$ cat config.mk
export PLATFORM = sky130hd
export DESIGN_NAME = tac_slew_corrector
export DESIGN_NICKNAME = d
export VERILOG_FILES = /design/src/rtl/slew_pkg.sv /design/src/rtl/slew_table.sv /design/src/rtl/slew_bin_search.sv /design/src/rtl/slew_offset_add.sv /design/src/rtl/tac_slew_corrector.sv
export SDC_FILE = /design/constraint.sdc
export NUM_CORES = 2
export LEC_CHECK = 0
export BUFFER_PORTS_ARGS = -buffer_cell sky130_fd_sc_hd__clkbuf_2
export CAP_MARGIN = 20
export CORE_UTILIZATION = 58
export DETAILED_ROUTE_END_ITERATION = 7
export PLACE_DENSITY = 0.81
export SLEW_MARGIN = 20
export SYNTH_ARGS = -nofsm -noshare
export SYNTH_HDL_FRONTEND = slang
export SYNTH_SLANG_ARGS = --single-unit
$ cat constraint.sdc
create_clock -name clk -period 10.8 [get_ports clk]
set_input_delay 2.16 -clock clk [delete_from_list [all_inputs] [get_ports clk]]
set_output_delay 2.16 -clock clk [all_outputs]
set_load 0.02 [all_outputs]
$ cat src/rtl/slew_pkg.sv
package slew_pkg;

  typedef enum logic {
    SEL_LIMIT  = 1'b0,
    SEL_OFFSET = 1'b1
  } cfg_sel_e;

  // Timing channels are the ones with channel-number bit 2 set.
  localparam int TIMING_BIT = 2;

endpackage

$ cat src/rtl/slew_table.sv
module slew_table #(
  parameter int NUM_CH   = 32,
  parameter int NUM_BINS = 8,
  parameter int LIM_W    = 12,
  parameter int OFS_W    = 9,
  localparam int CH_W    = $clog2(NUM_CH),
  localparam int BIN_W   = $clog2(NUM_BINS)
) (
  input  logic                      clk,
  input  logic                      rst,
  input  logic                      cfg_we,
  input  logic [CH_W-1:0]           cfg_ch,
  input  logic [BIN_W-1:0]          cfg_bin,
  input  logic                      cfg_sel,
  input  logic [LIM_W-1:0]          cfg_data,
  input  logic [CH_W-1:0]           rd_ch,
  output logic [NUM_BINS*LIM_W-1:0] rd_lim,
  output logic [NUM_BINS*OFS_W-1:0] rd_ofs
);
  import slew_pkg::*;

  // Only half the channels are timing channels: drop bit 2 from the index.
  localparam int NUM_STORE = NUM_CH / 2;
  localparam int IDX_W     = CH_W - 1;
  localparam logic [LIM_W-1:0] LIM_FULL = '1;

  logic [IDX_W-1:0] wr_idx, rd_idx;
  logic             wr_ok;

  assign wr_idx = {cfg_ch[CH_W-1:TIMING_BIT+1], cfg_ch[TIMING_BIT-1:0]};
  assign rd_idx = {rd_ch[CH_W-1:TIMING_BIT+1], rd_ch[TIMING_BIT-1:0]};
  assign wr_ok  = cfg_we && cfg_ch[TIMING_BIT];

  for (genvar b = 0; b < NUM_BINS; b++) begin : g_bin
    logic [LIM_W-1:0] lim_mem [NUM_STORE];
    logic [OFS_W-1:0] ofs_mem [NUM_STORE];
    logic             hit_b;

    assign hit_b = wr_ok && (cfg_bin == BIN_W'(b));

    always_ff @(posedge clk) begin
      if (rst) begin
        for (int i = 0; i < NUM_STORE; i++) begin
          lim_mem[i] <= LIM_FULL;
          ofs_mem[i] <= '0;
        end
      end else if (hit_b) begin
        if (cfg_sel == SEL_LIMIT) lim_mem[wr_idx] <= cfg_data;
        else                      ofs_mem[wr_idx] <= cfg_data[OFS_W-1:0];
      end
    end

    assign rd_lim[b*LIM_W +: LIM_W] = lim_mem[rd_idx];
    assign rd_ofs[b*OFS_W +: OFS_W] = ofs_mem[rd_idx];

    AST_IGNORE_LIM: assert property (@(posedge clk) disable iff (rst)
      (cfg_we && !cfg_ch[TIMING_BIT]) |=> lim_mem[$past(wr_idx)] == $past(lim_mem[wr_idx]));
    AST_IGNORE_OFS: assert property (@(posedge clk) disable iff (rst)
      (cfg_we && !cfg_ch[TIMING_BIT]) |=> ofs_mem[$past(wr_idx)] == $past(ofs_mem[wr_idx]));
  end

endmodule

$ cat src/rtl/slew_bin_search.sv
module slew_bin_search #(
  parameter int NUM_BINS = 8,
  parameter int LIM_W    = 12,
  localparam int BIN_W   = $clog2(NUM_BINS)
) (
  input  logic                      rst,
  input  logic [LIM_W-1:0]          adc,
  input  logic [NUM_BINS*LIM_W-1:0] lim_flat,
  output logic [BIN_W-1:0]          bin_sel,
  output logic                      any_hit
);

  logic [LIM_W-1:0]    lim [NUM_BINS];
  logic [NUM_BINS-1:0] le;

  for (genvar b = 0; b < NUM_BINS; b++) begin : g_cmp
    assign lim[b] = lim_flat[b*LIM_W +: LIM_W];
    assign le[b]  = (adc <= lim[b]);
  end

  // Lowest matching bin wins; with no match the top bin is used.
  always_comb begin
    bin_sel = BIN_W'(NUM_BINS - 1);
    for (int b = NUM_BINS - 1; b >= 0; b--) begin
      if (le[b]) bin_sel = BIN_W'(b);
    end
  end

  assign any_hit = |le;

  always_comb begin
    if (!rst && any_hit) begin
      AST_BIN_COVERS: assert (adc <= lim[bin_sel]);
      if (bin_sel != '0) begin
        AST_LOWEST_BIN: assert (adc > lim[bin_sel - 1'b1]);
      end
    end
    if (!rst && !any_hit) begin
      AST_FALLBACK_TOP: assert (bin_sel == BIN_W'(NUM_BINS - 1));
    end
  end

endmodule

$ cat src/rtl/slew_offset_add.sv
module slew_offset_add #(
  parameter int TAC_W = 12,
  parameter int OFS_W = 9,
  localparam int SUM_W = ((TAC_W > OFS_W) ? TAC_W : OFS_W) + 2
) (
  input  logic                    rst,
  input  logic [TAC_W-1:0]        tac,
  input  logic signed [OFS_W-1:0] ofs,
  output logic [TAC_W-1:0]        res
);

  localparam logic signed [SUM_W-1:0] TAC_MAX = SUM_W'((1 << TAC_W) - 1);

  logic signed [SUM_W-1:0] sum;

  assign sum = $signed({{(SUM_W-TAC_W){1'b0}}, tac}) + SUM_W'(ofs);

  always_comb begin
    if (sum < 0)             res = '0;
    else if (sum > TAC_MAX)  res = '1;
    else                     res = sum[TAC_W-1:0];
  end

  always_comb begin
    if (!rst && (ofs >= 0)) begin
      AST_POS_NOT_BELOW: assert (res >= tac);
    end
    if (!rst && (ofs < 0)) begin
      AST_NEG_NOT_ABOVE: assert (res <= tac);
    end
  end

endmodule

$ cat src/rtl/tac_slew_corrector.sv
module tac_slew_corrector #(
  parameter int NUM_CH   = 32,
  parameter int NUM_BINS = 8,
  parameter int ADC_W    = 12,
  parameter int TAC_W    = 12,
  parameter int OFS_W    = 9,
  localparam int CH_W    = $clog2(NUM_CH),
  localparam int BIN_W   = $clog2(NUM_BINS)
) (
  input  logic              clk,
  input  logic              rst,
  input  logic              in_valid,
  input  logic [CH_W-1:0]   in_ch,
  input  logic [ADC_W-1:0]  in_adc,
  input  logic [TAC_W-1:0]  in_tac,
  input  logic              cfg_we,
  input  logic [CH_W-1:0]   cfg_ch,
  input  logic [BIN_W-1:0]  cfg_bin,
  input  logic              cfg_sel,
  input  logic [ADC_W-1:0]  cfg_data,
  output logic              out_valid,
  output logic [CH_W-1:0]   out_ch,
  output logic [TAC_W-1:0]  out_tac
);
  import slew_pkg::*;

  logic [NUM_BINS*ADC_W-1:0] row_lim;
  logic [NUM_BINS*OFS_W-1:0] row_ofs;
  logic [BIN_W-1:0]          bin_sel;
  logic                      any_hit;
  logic signed [OFS_W-1:0]   ofs_sel;
  logic [TAC_W-1:0]          tac_adj;
  logic [TAC_W-1:0]          tac_next;

  slew_table #(
    .NUM_CH(NUM_CH), .NUM_BINS(NUM_BINS), .LIM_W(ADC_W), .OFS_W(OFS_W)
  ) u_table (
    .clk(clk), .rst(rst),
    .cfg_we(cfg_we), .cfg_ch(cfg_ch), .cfg_bin(cfg_bin),
    .cfg_sel(cfg_sel), .cfg_data(cfg_data),
    .rd_ch(in_ch), .rd_lim(row_lim), .rd_ofs(row_ofs)
  );

  slew_bin_search #(
    .NUM_BINS(NUM_BINS), .LIM_W(ADC_W)
  ) u_search (
    .rst(rst), .adc(in_adc), .lim_flat(row_lim),
    .bin_sel(bin_sel), .any_hit(any_hit)
  );

  assign ofs_sel = $signed(row_ofs[bin_sel*OFS_W +: OFS_W]);

  slew_offset_add #(
    .TAC_W(TAC_W), .OFS_W(OFS_W)
  ) u_add (
    .rst(rst), .tac(in_tac), .ofs(ofs_sel), .res(tac_adj)
  );

  assign tac_next = in_ch[TIMING_BIT] ? tac_adj : in_tac;

  always_ff @(posedge clk) begin
    if (rst) begin
      out_valid <= 1'b0;
      out_ch    <= '0;
      out_tac   <= '0;
    end else begin
      out_valid <= in_valid;
      if (in_valid) begin
        out_ch  <= in_ch;
        out_tac <= tac_next;
      end
    end
  end

  AST_VALID_RISE: assert property (@(posedge clk) disable iff (rst)
    in_valid |=> out_valid);
  AST_VALID_DROP: assert property (@(posedge clk) disable iff (rst)
    !in_valid |=> !out_valid);
  AST_HOLD_IDLE: assert property (@(posedge clk) disable iff (rst)
    !in_valid |=> ($stable(out_tac) && $stable(out_ch)));
  AST_PASS_OTHER: assert property (@(posedge clk) disable iff (rst)
    (in_valid && !in_ch[TIMING_BIT]) |=> out_tac == $past(in_tac));

endmodule

==> reports/metrics.csv <==
stage,metric,value,unit
flow_run,max cap viols,0,
placement,post-DP HPWL,176000,um
sta,hold slack,0.499,ns
routing,initial DRC count,11300,
cts,setup bufs post-CTS,0,
logic_synthesis,asr flop ratio synth,0,
sta,fmax,107,MHz
global_route,vias in the first global route,70200,
pwr,Peak VDD IR,0.186,mV
setup_path,WP buf/inv,4,
setup_path,Top delay family on crit path,compound AO/OA/AOI/OAI gates,
logic_synthesis,YS warnings,0,
global_route,grt met3 use,0.0653,
cts,CTS resizes,0,
sta,Tmin final,9.36,ns
cts,CTS sink count,2514,
sta,Slew @ Worst Pin,1.20,ns
placement,pre-CTS setup slack,0.615,ns
floorplanning,starting density of the core,0.585,
hold_path,Hold/Removal Path Class,flop to flop,
sta,post-route setup slack,1.44,ns
floorplanning,Die Area,206000,um^2
placement,GPL Wtd Cong,0.925,
floorplanning,site row count,165,
sta,final max-slew violation count,0,
placement,Buffers on Ports,71,
setup_path,Crit path arrival time,10.14,ns
sta,clock skew,0.0229,ns
finish,Total Nets Final,7337,
sta,RSZ-0062 raised after global routing,no,
sta,Tcrit/Tclk final,0.867,
sta,Rel. slew slack,0.203,
global_route,initial antenna violation count,16,
global_route,GRT Util Overall,0.300,
routing,per-cell routed wire length,31.0,um
logic_synthesis,number of synthesized flops with an enable pin,2496,
logic_synthesis,Mapped Area,119000,um^2
cts,root buffer cell,clkbuf_16,
setup_path,startpoint types,primary input,
cts,CTS Hold Buffers Added,0,
setup_path,reg2reg setup slack,3.22,ns
routing,vias per inst,7.15,
pwr,cell area power density,169,nW/um^2
setup_path,crit-path max FO,41,
logic_synthesis,"FF+latch count, synth",2514,
logic_synthesis,Yosys cell types,63,
cts,Longest Clk Path Bufs,3,
finish,fraction of layout cells with a size suffix above 1,0.206,
sta,# setup viols final,0,
global_route,first-pass GRT wire length,458000,um
floorplanning,Die X,454,um
global_route,met1 Track Usage GR,0.398,
setup_path,Critical R2R Capture,out_tac[3],
setup_path,crit path kind,primary input to flop,
setup_path,CP required,11.59,ns
cts,clock buffer count from CTS,232,
routing,Post-DRT Antenna Nets,0,
status,outcome,"complete, no violations",
setup_path,Worst R2R Start,u_table.g_bin[4].lim_mem[6][8],
setup_path,Max stage delay on crit path,0.77,ns
cts,later-pin clock latency in the skew report,0.88,ns
floorplanning,I/O pins,72,
routing,Post-Route WL,312000,um
global_route,pin count of the biggest net entering global routing,158,
logic_synthesis,Post-Syn Nets,7845,
logic_synthesis,Gate Count Post-Synth,7691,
sta,setup TNS,0,ns
setup_path,Setup crit end kind,flop,
setup_path,CP max stage cell,a21oi_1,
logic_synthesis,Post-synth top flop,edfxtp_1,
finish,Layout area overhead,8.09,%
logic_synthesis,Avg Synthesized Cell Area,15.4,um^2
cts,H-tree depth,4,
routing,drt drc,0,
global_route,Most Crowded Layer GR,met2,
floorplanning,die extent in y,454,um
floorplanning,core area,203000,um^2
setup_path,Setup crit start,in_ch[0],
global_route,GR Util met2,0.482,
routing,1st-pass router iterations,6,
logic_synthesis,sequential element share of the synthesized area,0.635,
setup_path,R2R depth,27,
cts,"Reg clk slew, reported paths",0.07,ns
global_route,global route total overflow,0,
sta,final hold vios,0,
setup_path,Critical Path End,out_tac[3],
routing,total vias in the final route,72000,
setup_path,Levels on crit path,29,
setup_path,Worst path most repeated cell,a21o_1,
cts,CTS tree,done,
pwr,Leak,45.6,nW
-- cell usage after synthesis (all sizes together) (46+ instances only) --
cell type | number | area (um^2)
ha | 99 | 1240
mux4 | 769 | 17300
edfxtp | 2496 | 75000
o21bai | 114 | 856
nor2 | 52 | 195
inv | 78 | 293
a21oi | 46 | 234
and3 | 1152 | 7210
buf | 109 | 552
or3 | 1345 | 8410
nand2 | 55 | 206
a21o | 140 | 1050
clkbuf | 949 | 3560
-- per-stage QoR --
step / instance area, um^2 / power, mW / util / std cells
global placement: 121000 / 13.6 / 0.596 / 9620
detailed placement: 121000 / 13.7 / 0.596 / 9620
finish: 128000 / 21.6 / 0.632 / 10100
CTS: 128000 / 21.6 / 0.632 / 10000
global route: 128000 / 22.1 / 0.632 / 10100
floorplan: 119000 / 12.9 / - / 7691
-- where the power goes --
part / switching, mW / leakage, nW / internal, mW
logic: 1.35 / 17.4 / 0.830
registers: 0.159 / 24.6 / 11.2
clock network: 3.61 / 3.60 / 4.51
-- routing by layer --
metal | up-vias | part of all wire | wire length [um]
li1 | 29400 | - | -
met1 | 36400 | 0.35 | 108000
met2 | 5349 | 0.49 | 151000
met3 | 811 | 0.12 | 38700
met4 | 14 | 0.043 | 13500
met5 | - | 0.00029 | 92
-- cell families (layout without fill, tap and decap cells) --
kind of cell,Yosys count,after routing,synth area share
AO/OA/AOI/OAI,409,409,0.0255
other,0,15,0
AND/OR/NAND/NOR,2701,2701,0.140
buffers and inverters,1136,821,0.0372
adder cells (fa/ha/maj),100,100,0.0106
XOR/XNOR,9,9,0.000665
flip-flops,2514,2514,0.635
multiplexers,822,822,0.151
-- worst reg2reg max path, cell delays in order (launching register included) --
cell      delay [ns]
edfxtp_1        0.41
mux4_2          0.50
mux4_2          0.48
inv_1           0.08
ha_1            0.14
a21oi_1         0.09
o211ai_1        0.21
o31ai_1         0.13
a21oi_1         0.77
nand4_1         0.27
o211ai_4        0.61
buf_4           0.40
mux2i_1         0.24
nand2_1         0.08
o211ai_1        0.15
nand3_1         0.15
fa_1            0.43
a21o_1          0.20
a21o_1          0.20
a21o_1          0.19
a21o_1          0.20
a21o_1          0.19
a31o_2          0.25
a41oi_1         0.23
nor3b_1         0.22
mux2_4          0.30
o21ai_1         0.10
a311oi_1        0.27
-- registers in the layout, indices dropped and copies added, names as in the netlist --
register               flops
u_table.g_bin.lim_mem   1344
u_table.g_bin.ofs_mem   1152
out_tac                   12
out_ch                     5
out_valid                  1
-- worst min-delay path by stage --
stage	startpoint	endpoint	slack, ns	cells past startpoint
after floorplan	out_tac[2]	out_tac[2]	0.56	2
after global placement	out_ch[2]	out_ch[2]	0.47	2
after detailed placement	out_tac[3]	out_tac[3]	0.49	2
after CTS	out_tac[3]	out_tac[3]	0.50	2
after global routing	out_ch[2]	out_ch[2]	0.53	2
final	out_tac[3]	out_tac[3]	0.50	2
-- final cells by class --
class	instances	area (um^2)
Antenna cell	15	37.5
Timing Repair Buffer	316	2530
Multi-Input combinational cell	4041	39300
Fill cell	13300	74500
Clock inverter	135	1230
Clock buffer	292	6120
Sequential cell	2514	75300
Tap cell	2672	3340
Inverter	78	293
-- placed cells by master, fill, tap and decap left out, types with 17 or more instances in the layout --
master,n
mux2i_1,25
o211ai_1,19
o21ai_0,21
nand4_1,21
and3_1,1152
ha_1,99
edfxtp_1,2496
clkinv_1,55
o21bai_2,21
nor2_1,37
clkbuf_2,54
bufinv_16,22
clkbuf_16,236
nand2_1,40
mux4_2,764
o21bai_1,93
a21oi_1,45
a21o_1,140
dfxtp_1,18
clkinv_2,44
mux2_2,27
or3_1,1345
inv_1,78
clkbuf_1,56
nor2b_1,17
buf_4,231
nand2b_1,20
Power figures use the tool's default switching activity.
